$ cat src/rtl/fsq_pkg.sv
package fsq_pkg;
    localparam int HW = 16;
    localparam int SZW = 8;
    localparam int NFMT = 3;
    localparam logic [2:0] MODE_POSTINC = 3'd3;
    localparam logic [2:0] MODE_PREDEC = 3'd4;
    localparam logic [HW-1:0] SAVE_HDR = 16'hFD18;
    localparam logic [SZW-1:0] SAVE_SIZE = 8'h1C;

    typedef enum logic {ST_IDLE, ST_WAIT} seq_st_e;

    // format table, index order is the match priority
    function automatic logic [HW-1:0] fmt_mask(input int i);
        return (i == 0) ? 16'hFF00 : 16'h00FF;
    endfunction
    function automatic logic [HW-1:0] fmt_value(input int i);
        return (i == 0) ? 16'h0000 : ((i == 1) ? 16'h0018 : 16'h00B4);
    endfunction
    function automatic logic [SZW-1:0] fmt_size(input int i);
        return (i == 0) ? 8'h04 : ((i == 1) ? 8'h1C : 8'hB8);
    endfunction
endpackage

$ cat src/rtl/fsq_classify.sv
module fsq_classify
    import fsq_pkg::*;
(
    input  logic [HW-1:0]  hdr,
    output logic           known,
    output logic [SZW-1:0] size
);
    logic [NFMT-1:0] hit;

    generate
        for (genvar g = 0; g < NFMT; g++) begin : g_fmt
            assign hit[g] = ((hdr & fmt_mask(g)) == fmt_value(g));
        end
    endgenerate

    always_comb begin
        known = 1'b0;
        size = '0;
        for (int i = NFMT - 1; i >= 0; i--) begin
            if (hit[i]) begin
                known = 1'b1;
                size = fmt_size(i);
            end
        end
    end

    always_comb begin

        if (hdr[15:8] == 8'h00) null_prio_chk: assert (size == 8'h04);
    end
endmodule

$ cat src/rtl/fsq_addr.sv
module fsq_addr
    import fsq_pkg::*;
#(
    parameter int AW = 32
) (
    input  logic          restore,
    input  logic [2:0]    mode,
    input  logic [AW-1:0] areg,
    input  logic [AW-1:0] ea,
    output logic [AW-1:0] addr
);
    localparam logic [AW-1:0] SAVE_LEN = AW'(SAVE_SIZE);

    always_comb begin
        if (!restore && mode == MODE_PREDEC) addr = areg - SAVE_LEN;
        else if (restore && mode == MODE_POSTINC) addr = areg;
        else addr = ea;
    end
endmodule

$ cat src/rtl/fpu_frame_seq.sv
module fpu_frame_seq
    import fsq_pkg::*;
#(
    parameter int AW = 32
) (
    input  logic          clk,
    input  logic          rst_n,
    input  logic          req_valid,
    input  logic          req_restore,
    input  logic [2:0]    req_mode,
    input  logic [AW-1:0] req_areg,
    input  logic [AW-1:0] req_ea,
    input  logic          req_super,
    input  logic          mem_done,
    input  logic          mem_abort,
    input  logic [15:0]   mem_rdata,
    output logic          mem_wr,
    output logic          mem_rd,
    output logic [AW-1:0] mem_addr,
    output logic [15:0]   mem_wdata,
    output logic          areg_we,
    output logic [AW-1:0] areg_out,
    output logic          priv_err,
    output logic          bad_frame
);
    typedef struct packed {
        seq_st_e       st;
        logic          restore;
        logic [2:0]    mode;
        logic [AW-1:0] areg;
        logic [AW-1:0] addr;
        logic          we;
        logic [AW-1:0] aout;
        logic          priv;
        logic          bad;
    } seq_t;

    seq_t r_q, r_d;
    logic [AW-1:0] acc_addr;
    logic cls_known;
    logic [SZW-1:0] cls_size;

    fsq_addr #(.AW(AW)) u_addr (
        .restore(req_restore), .mode(req_mode), .areg(req_areg),
        .ea(req_ea), .addr(acc_addr)
    );

    fsq_classify u_cls (.hdr(mem_rdata), .known(cls_known), .size(cls_size));

    always_comb begin
        r_d = r_q;
        r_d.we = 1'b0;
        r_d.priv = 1'b0;
        r_d.bad = 1'b0;
        case (r_q.st)
            ST_IDLE: begin
                if (req_valid) begin
                    if (!req_super) begin
                        r_d.priv = 1'b1;
                    end else begin
                        r_d.st = ST_WAIT;
                        r_d.restore = req_restore;
                        r_d.mode = req_mode;
                        r_d.areg = req_areg;
                        r_d.addr = acc_addr;
                    end
                end
            end
            default: begin
                if (mem_abort) begin
                    r_d.st = ST_IDLE;
                end else if (mem_done) begin
                    r_d.st = ST_IDLE;
                    if (!r_q.restore) begin
                        if (r_q.mode == MODE_PREDEC) begin
                            r_d.we = 1'b1;
                            r_d.aout = r_q.addr;
                        end
                    end else if (!cls_known) begin
                        r_d.bad = 1'b1;
                    end else if (r_q.mode == MODE_POSTINC) begin
                        r_d.we = 1'b1;
                        r_d.aout = r_q.areg + AW'(cls_size);
                    end
                end
            end
        endcase
    end

    always_ff @(posedge clk or negedge rst_n) begin
        if (!rst_n) r_q <= '{st: ST_IDLE, default: '0};
        else r_q <= r_d;
    end

    assign mem_wr = (r_q.st == ST_WAIT) && !r_q.restore;
    assign mem_rd = (r_q.st == ST_WAIT) && r_q.restore;
    assign mem_addr = r_q.addr;
    assign mem_wdata = SAVE_HDR;
    assign areg_we = r_q.we;
    assign areg_out = r_q.aout;
    assign priv_err = r_q.priv;
    assign bad_frame = r_q.bad;


    priv_quiet_chk: assert property (@(posedge clk) disable iff (!rst_n)
        priv_err |-> (!mem_wr && !mem_rd && !areg_we));

    bad_no_upd_chk: assert property (@(posedge clk) disable iff (!rst_n)
        bad_frame |-> !areg_we);

    upd_after_ok_chk: assert property (@(posedge clk) disable iff (!rst_n)
        (areg_we || bad_frame) |-> $past(mem_done && !mem_abort));

    hold_req_chk: assert property (@(posedge clk) disable iff (!rst_n)
        ((mem_wr || mem_rd) && !mem_done && !mem_abort) |=>
            ($stable(mem_addr) && $stable(mem_wr) && $stable(mem_rd)));

    one_kind_chk: assert property (@(posedge clk) disable iff (!rst_n)
        $onehot0({mem_wr, mem_rd}));
endmodule

$ cat config.mk
export PLATFORM = sky130hd
export DESIGN_NAME = fpu_frame_seq
export DESIGN_NICKNAME = d
export VERILOG_FILES = /design/src/rtl/fsq_pkg.sv /design/src/rtl/fsq_classify.sv /design/src/rtl/fsq_addr.sv /design/src/rtl/fpu_frame_seq.sv
export SDC_FILE = /design/constraint.sdc
export NUM_CORES = 1
export LEC_CHECK = 0
export CORE_ASPECT_RATIO = 0.7
export CORE_MARGIN = 1.5
export CORE_UTILIZATION = 44
export DETAILED_ROUTE_END_ITERATION = 12
export PLACE_DENSITY = 0.75
export REMOVE_ABC_BUFFERS = 1
export SLEW_MARGIN = 15
export SYNTH_ARGS = -nofsm -noshare
export SYNTH_HDL_FRONTEND = slang
export SYNTH_SLANG_ARGS = --single-unit
$ cat constraint.sdc
create_clock -name clk -period 3.4 [get_ports clk]
set_input_delay 1.02 -clock clk [delete_from_list [all_inputs] [get_ports clk]]
set_output_delay 1.02 -clock clk [all_outputs]
set_load 0.02 [all_outputs]
### Word-level counts from Yosys, hierarchy flattened

Index checks and enable logic that the tools add are counted.

| word-level totals | value |
|---|---|
| register bits after elaboration | 104 |
| input port bits | 90 |
| output and inout port bits | 85 |
| word-level logic and storage cells | 59 |

| operators by class | value |
|---|---|
| $add $sub $neg | 2 |
| equal/unequal tests | 8 |
| multiplexer cells | 28 |
| bitwise gates (word level) | 2 |
| reductions and logical operators | 10 |

Operators with widths:

| operator | number |
|---|---|
| 2-to-1 mux 33 bit | 7 |
| 2-to-1 mux 69 bit | 2 |
| 2-to-1 mux 32 bit | 2 |
| adder 32 x 8 -> 32 bit | 1 |
| subtractor 32 x 5 -> 32 bit (second input constant) | 1 |
| 2-to-1 mux 8 bit | 3 |
| logical NOT 16 bit | 1 |
| 2-to-1 mux 1 bit | 14 |
| == test 8 x 5 -> 1 bit (second input constant) | 1 |
| == test 8 bit (second input constant) | 1 |
| == test 3 x 2 -> 1 bit (second input constant) | 2 |
| == test 3 bit (second input constant) | 2 |
| AND reduction 6 bit | 1 |
| logical AND 1 bit | 4 |
| inequality test 2 x 1 -> 1 bit (second input constant) | 2 |
| AND reduction 3 bit | 1 |
| logical NOT 1 bit | 2 |
| inverter 1 bit | 2 |
| nonzero test 2 bit | 1 |

### Logic depth before layout (Yosys ltp)

| logic depth | value |
|---|---|
| depth after elaboration | 11 |
| mapped depth | 12 |
| gate-level depth less buffers | 12 |

### Cells and area by module

Synthesis repeated with hierarchy kept, for this count alone.

| unflattened totals | value |
|---|---|
| cells, all modules | 707 |
| area total of the unflattened synthesis | 6834.1 um2 |

Modules (own cells, without submodules):

| module | instances | cells an instance | area an instance (um2) | seq. area each (um2) |
|---|---|---|---|---|
| fpu_frame_seq | 1 | 494 | 5526.6 | 2602.5 |
| fsq_addr | 1 | 193 | 1164.9 | 0.0 |
| fsq_classify | 1 | 20 | 142.6 | 0.0 |

### Worst setup path after synthesis

OpenSTA, ideal clock, no wires.

| path | value |
|---|---|
| kind | input to register |
| start | in mem_rdata[13] |
| end | reg r_q, in the netlist areg_out[24] |
| library setup time | 131 ps |
| arrival time | 3404 ps |
| required time | 3269 ps |
| setup slack | -135 ps |
| stages on the path | 11 |
| buffers on the path | 1 |
| cells stage by stage | or4_1 or2_1 nand2_1 nor2_1 ha_1 o21ai_0 o21a_1 buf_2 nor4bb_1 or3b_1 nand3_1 |

| on the way | value |
|---|---|
| cells in the longest elaborated chain, start to end | 6 |
| elaborated cells on any way between the ends | 9 |
| classes of those cells | 1 x add/sub; 1 x eq/ne; 5 x mux; 2 x reduce/logical |

RTL lines:

| element | RTL line | RTL |
|---|---|---|
| start, declared | fpu_frame_seq.sv:16 | `input logic [15:0] mem_rdata,` |
| logical NOT 16 bit (*) | fsq_classify.sv:12 | `assign hit[g] = ((hdr & fmt_mask(g)) == fmt_value(g));` |
| 2-to-1 mux 8 bit | fsq_classify.sv:20 | `if (hit[i]) begin` |
| adder 32 x 8 -> 32 bit | fpu_frame_seq.sv:83 | `r_d.aout = r_q.areg + AW'(cls_size);` |
| 2-to-1 mux 33 bit | fpu_frame_seq.sv:81 | `end else if (r_q.mode == MODE_POSTINC) begin` |
| 2-to-1 mux 33 bit | fpu_frame_seq.sv:79 | `end else if (!cls_known) begin` |
| 2-to-1 mux 33 bit | fpu_frame_seq.sv:74 | `if (!r_q.restore) begin` |
| end signal, assigned | fpu_frame_seq.sv:92 | `else r_q <= r_d;` |
| end, declared | fpu_frame_seq.sv:38 | `seq_t r_q, r_d;` |

Mark *: on every way between the ends. The rest lies on a longest branch, timed or not. The select of a mux whose other input is x is not followed.
A chain may end at the register's enable or synchronous reset.

### Worst setup path in the final report

| path | value |
|---|---|
| start | in mem_rdata[1] |
| end | reg r_q, in the netlist areg_out[24] |

| on the way | value |
|---|---|
| cells in the longest elaborated chain, start to end | 8 |
| elaborated cells on any way between the ends | 14 |
| classes of those cells | 1 x add/sub; 3 x eq/ne; 9 x mux; 1 x reduce/logical |

RTL lines:

| element | RTL line |
|---|---|
| == test 8 bit | fsq_classify.sv:12 |
| 2-to-1 mux 8 bit (3 in a row) | fsq_classify.sv:20 |
| adder 32 x 8 -> 32 bit | fpu_frame_seq.sv:83 |
| 2-to-1 mux 33 bit | fpu_frame_seq.sv:81 |
| 2-to-1 mux 33 bit | fpu_frame_seq.sv:79 |
| 2-to-1 mux 33 bit | fpu_frame_seq.sv:74 |

Parallel ways exist; a longest one is shown, timed or not. The select of a mux whose other input is x is not followed.

==> flow_summary_export.csv <==
group,metric,value,unit
outcome,outcome,"finished, final reports clean",
global_route,grt_first_pass_wirelength,32.7,mm
clock_tree,numCtsBuffers,9,
route,via_per_inst,5.79,
worst_setup_path,cp_max_fo,4,
global_route,grt_pass1_vias,6219,
route,wl_per_cell,19.3,um
final_layout,layout.nets,956,
die,num_rows,36,
sta,setup_ws,66.7,ps
sta,fmax,0.300,GHz
clock_tree,cts_hold_buf,0,
synthesis,synth_edf_count,0,
power_and_ir_drop,peakVddDrop,236,uV
synthesis,ys.flop_type,"dfrtp_1",
placed_design,io_buffers,158,
synthesis,syn_area,6450,sq um
die,ios,175,
sta,fin_worst_skew,6.27,ps
sta,slew_headroom,0.534,
synthesis,synth_warnings,0,
clock_tree,cts_htree_levels,3,
placed_design,pre_cts_ws,-694,ps
global_route,grtUsageTotal,0.269,
worst_setup_path,required,3630,ps
hold_path,holdCritPathClass,"reg -> reg",
power_and_ir_drop,p_leak,3.61,nW
final_layout,drive_gt1_frac,0.214,
final_layout,area.sequential,2600,sq um
synthesis,synth_cell_types,73,
sta,slew_violations,0,
die,core-area,14100,sq um
global_route,grt_remaining_overflow,0,
final_layout,multiInputGateArea,3470,sq um
route,dr.first_iter.drc_count,621,
die,initial_core_util,0.458,
final_layout,area_growth,38.1,%
synthesis,async_flop_share,1.00,
synthesis,synth_area_per_cell,9.13,sq um
placed_design,dpl.cell_count,1031,
synthesis,synth_fa_ha_area_frac,0.00969,
die,die_w,148,um
sta,fin_crit,3330,ps
synthesis,seq_area_frac_synth,0.403,
synthesis,synth_compound_area_frac,0.186,
placed_design,hpwl,14.7,mm
route,ant_nets,0,
sta,setup_viol,0,
synthesis,ys_ff_latch,104,
clock_tree,root_buffer,"clkbuf_16",
route,firstDrtPassIters,5,
power_and_ir_drop,p_total,0.00392,W
synthesis,synthMuxAreaShare,0.0642,
power_and_ir_drop,power.density,440,nW/um^2
worst_setup_path,arrival,3560,ps
route,routed_wirelength,20.4,mm
sta,hold_viol_final,0,
synthesis,synth_simple_gate_area_frac,0.181,
worst_setup_path,cp-end-kind,"flip-flop",
synthesis,synth_top_family_by_area,"compound AO/OA/AOI/OAI gates",
die,dieArea,15400,sq um
final_layout,finalNonFillerCells,1056,
route,dr_total_vias,6112,
placed_design,place.gp.congestion,0.896,
sta,worst_pin_slew,699,ps
synthesis,syn_inst,707,
worst_setup_path,start_kind,"primary input",
clock_tree,cts_sinks,104,
job,max_cap_viol_count,0,
final_layout,fillers,1137,
sta,fin_crit_sh,0.980,
global_route,grt_max_degree,103,
worst_setup_path,path_class,"in -> reg",
global_route,antenna_found_initial,1,
clock_tree,clock_path_buffers,2,
sta,hold_ws,505,ps
clock_tree,clk_latency,350,ps
clock_tree,cts.reportedPaths.clkPinSlew,70,ps
route,drc,0,
final_layout,diodes,0,
clock_tree,cts_tree,"built",
die,die_y,104,um
synthesis,synthXorXnorAreaFrac,0.0353,
[power breakdown]
part	switching, W	internal [W]
sequential	0.000236	0.00146
clock	0.000464	0.000539
combinational	0.000586	0.000634
total	0.00129	0.00263
[synth_stat cells (3+ instances only)]
| master | number | area share |
|---|---|---|
| a21o_1 | 3 | 0.0035 |
| nand2_1 | 78 | 0.045 |
| nor4b_1 | 4 | 0.0054 |
| xor2_1 | 4 | 0.0054 |
| nand2b_1 | 4 | 0.0039 |
| o21ai_1 | 8 | 0.0062 |
| nor2_1 | 47 | 0.027 |
| xnor2_1 | 22 | 0.030 |
| dfrtp_1 | 104 | 0.40 |
| clkbuf_1 | 24 | 0.014 |
| o41ai_1 | 3 | 0.0041 |
| o21ai_0 | 61 | 0.047 |
| a21oi_1 | 29 | 0.022 |
| inv_1 | 7 | 0.0041 |
| nand3_1 | 15 | 0.012 |
| buf_2 | 4 | 0.0031 |
| o22ai_1 | 4 | 0.0039 |
| or3_1 | 6 | 0.0058 |
| ha_1 | 5 | 0.0097 |
| and3_1 | 3 | 0.0029 |
| nor3b_1 | 3 | 0.0035 |
| a31oi_1 | 3 | 0.0029 |
| buf_4 | 82 | 0.095 |
| mux2_2 | 35 | 0.061 |
| o31ai_1 | 12 | 0.014 |
| buf_1 | 5 | 0.0029 |
| a211oi_1 | 4 | 0.0047 |
| nor3_1 | 22 | 0.017 |
| nor4b_2 | 3 | 0.0070 |
| nand4_1 | 4 | 0.0039 |
| o221ai_1 | 6 | 0.0081 |
| a22oi_1 | 29 | 0.034 |
| nor4_1 | 9 | 0.0087 |
[stage by stage]
step | cell area [sq um] | setup TNS, ps | util
finish | 8910 | 0 | 0.632
global route | 8910 | -5.14 | 0.632
CTS | 8770 | 0 | 0.622
detailed placement | 8230 | -14930 | 0.584
global placement | 8230 | -12890 | 0.584
floorplan | 5760 | -46330 | -
[logic make-up after synthesis]
kind of cell | after synthesis
XOR/XNOR | 26
adder cells (fa/ha/maj) | 5
AO/OA/AOI/OAI | 186
other | 2
buffers and inverters | 122
multiplexers | 37
flip-flops | 104
AND/OR/NAND/NOR | 225
[metal layers]
layer	up-vias	global-route usage	share of wire
met3	39	0.0829	0.10
li1	2774	-	-
met5	-	0	0.00064
met2	326	0.413	0.45
met4	2	0.0750	0.017
met1	2971	0.367	0.43
[area by class of cell]
cell class	instances	share of cell area
Clock buffer	14	0.0296
Clock inverter	2	0.00154
Inverter	7	0.00295
Multi-Input combinational cell	495	0.389
Sequential cell	104	0.292
Tap cell	190	0.0267
Timing Repair Buffer	244	0.258
[state kept, by name (all words and copies together) (netlist names)]
name	cells
areg_we	1
bad_frame	1
r_q	37
mem_addr	32
areg_out	32
priv_err	1
[path summary, 6_finish.rpt]
path                                   start           end  slack [ps]  cells past startpoint
worst max-delay path            mem_rdata[1]  areg_out[24]          70                     12
worst min-delay path             areg_out[2]   areg_out[2]         500                      2
worst max register to register       r_q[76]  areg_out[29]         730                      8
worst min register to register   areg_out[2]   areg_out[2]         500                      2
max in group asynchronous              rst_n  mem_addr[11]        1980                      2
min in group asynchronous              rst_n   areg_out[1]         700                      1
[cells in the final DEF, fill, tap and decap left out, types with 21 or more instances in the layout]
cell             Yosys  final
mux2_2              35     35
a21oi_1             29     28
xnor2_1             22     21
o21ai_0             61     57
dfrtp_1            104    104
buf_4               82     78
a22oi_1             29     29
clkdlybuf4s50_1      0    149
nand2_1             78     75
nor2_1              47     45
[critical path: stages]
cell and delay [ps]:
clkdlybuf4s50_1 460, nor4b_4 360, nand2_1 160, nand2_4 110
nor2_4 60, ha_4 290, buf_6 100, o21ai_4 60
o21a_4 250, nor4bb_4 430, or3b_1 190, nand3_1 70
[timing repair]
| action | CTS | global route |
|---|---|---|
| pin swaps | 28 | 10 |
| endpoints found under the setup margin | 23 | 23 |
| buffers inserted | 8 | 4 |
| gates resized for setup | 47 | 26 |
Power figures use the tool's default switching activity.
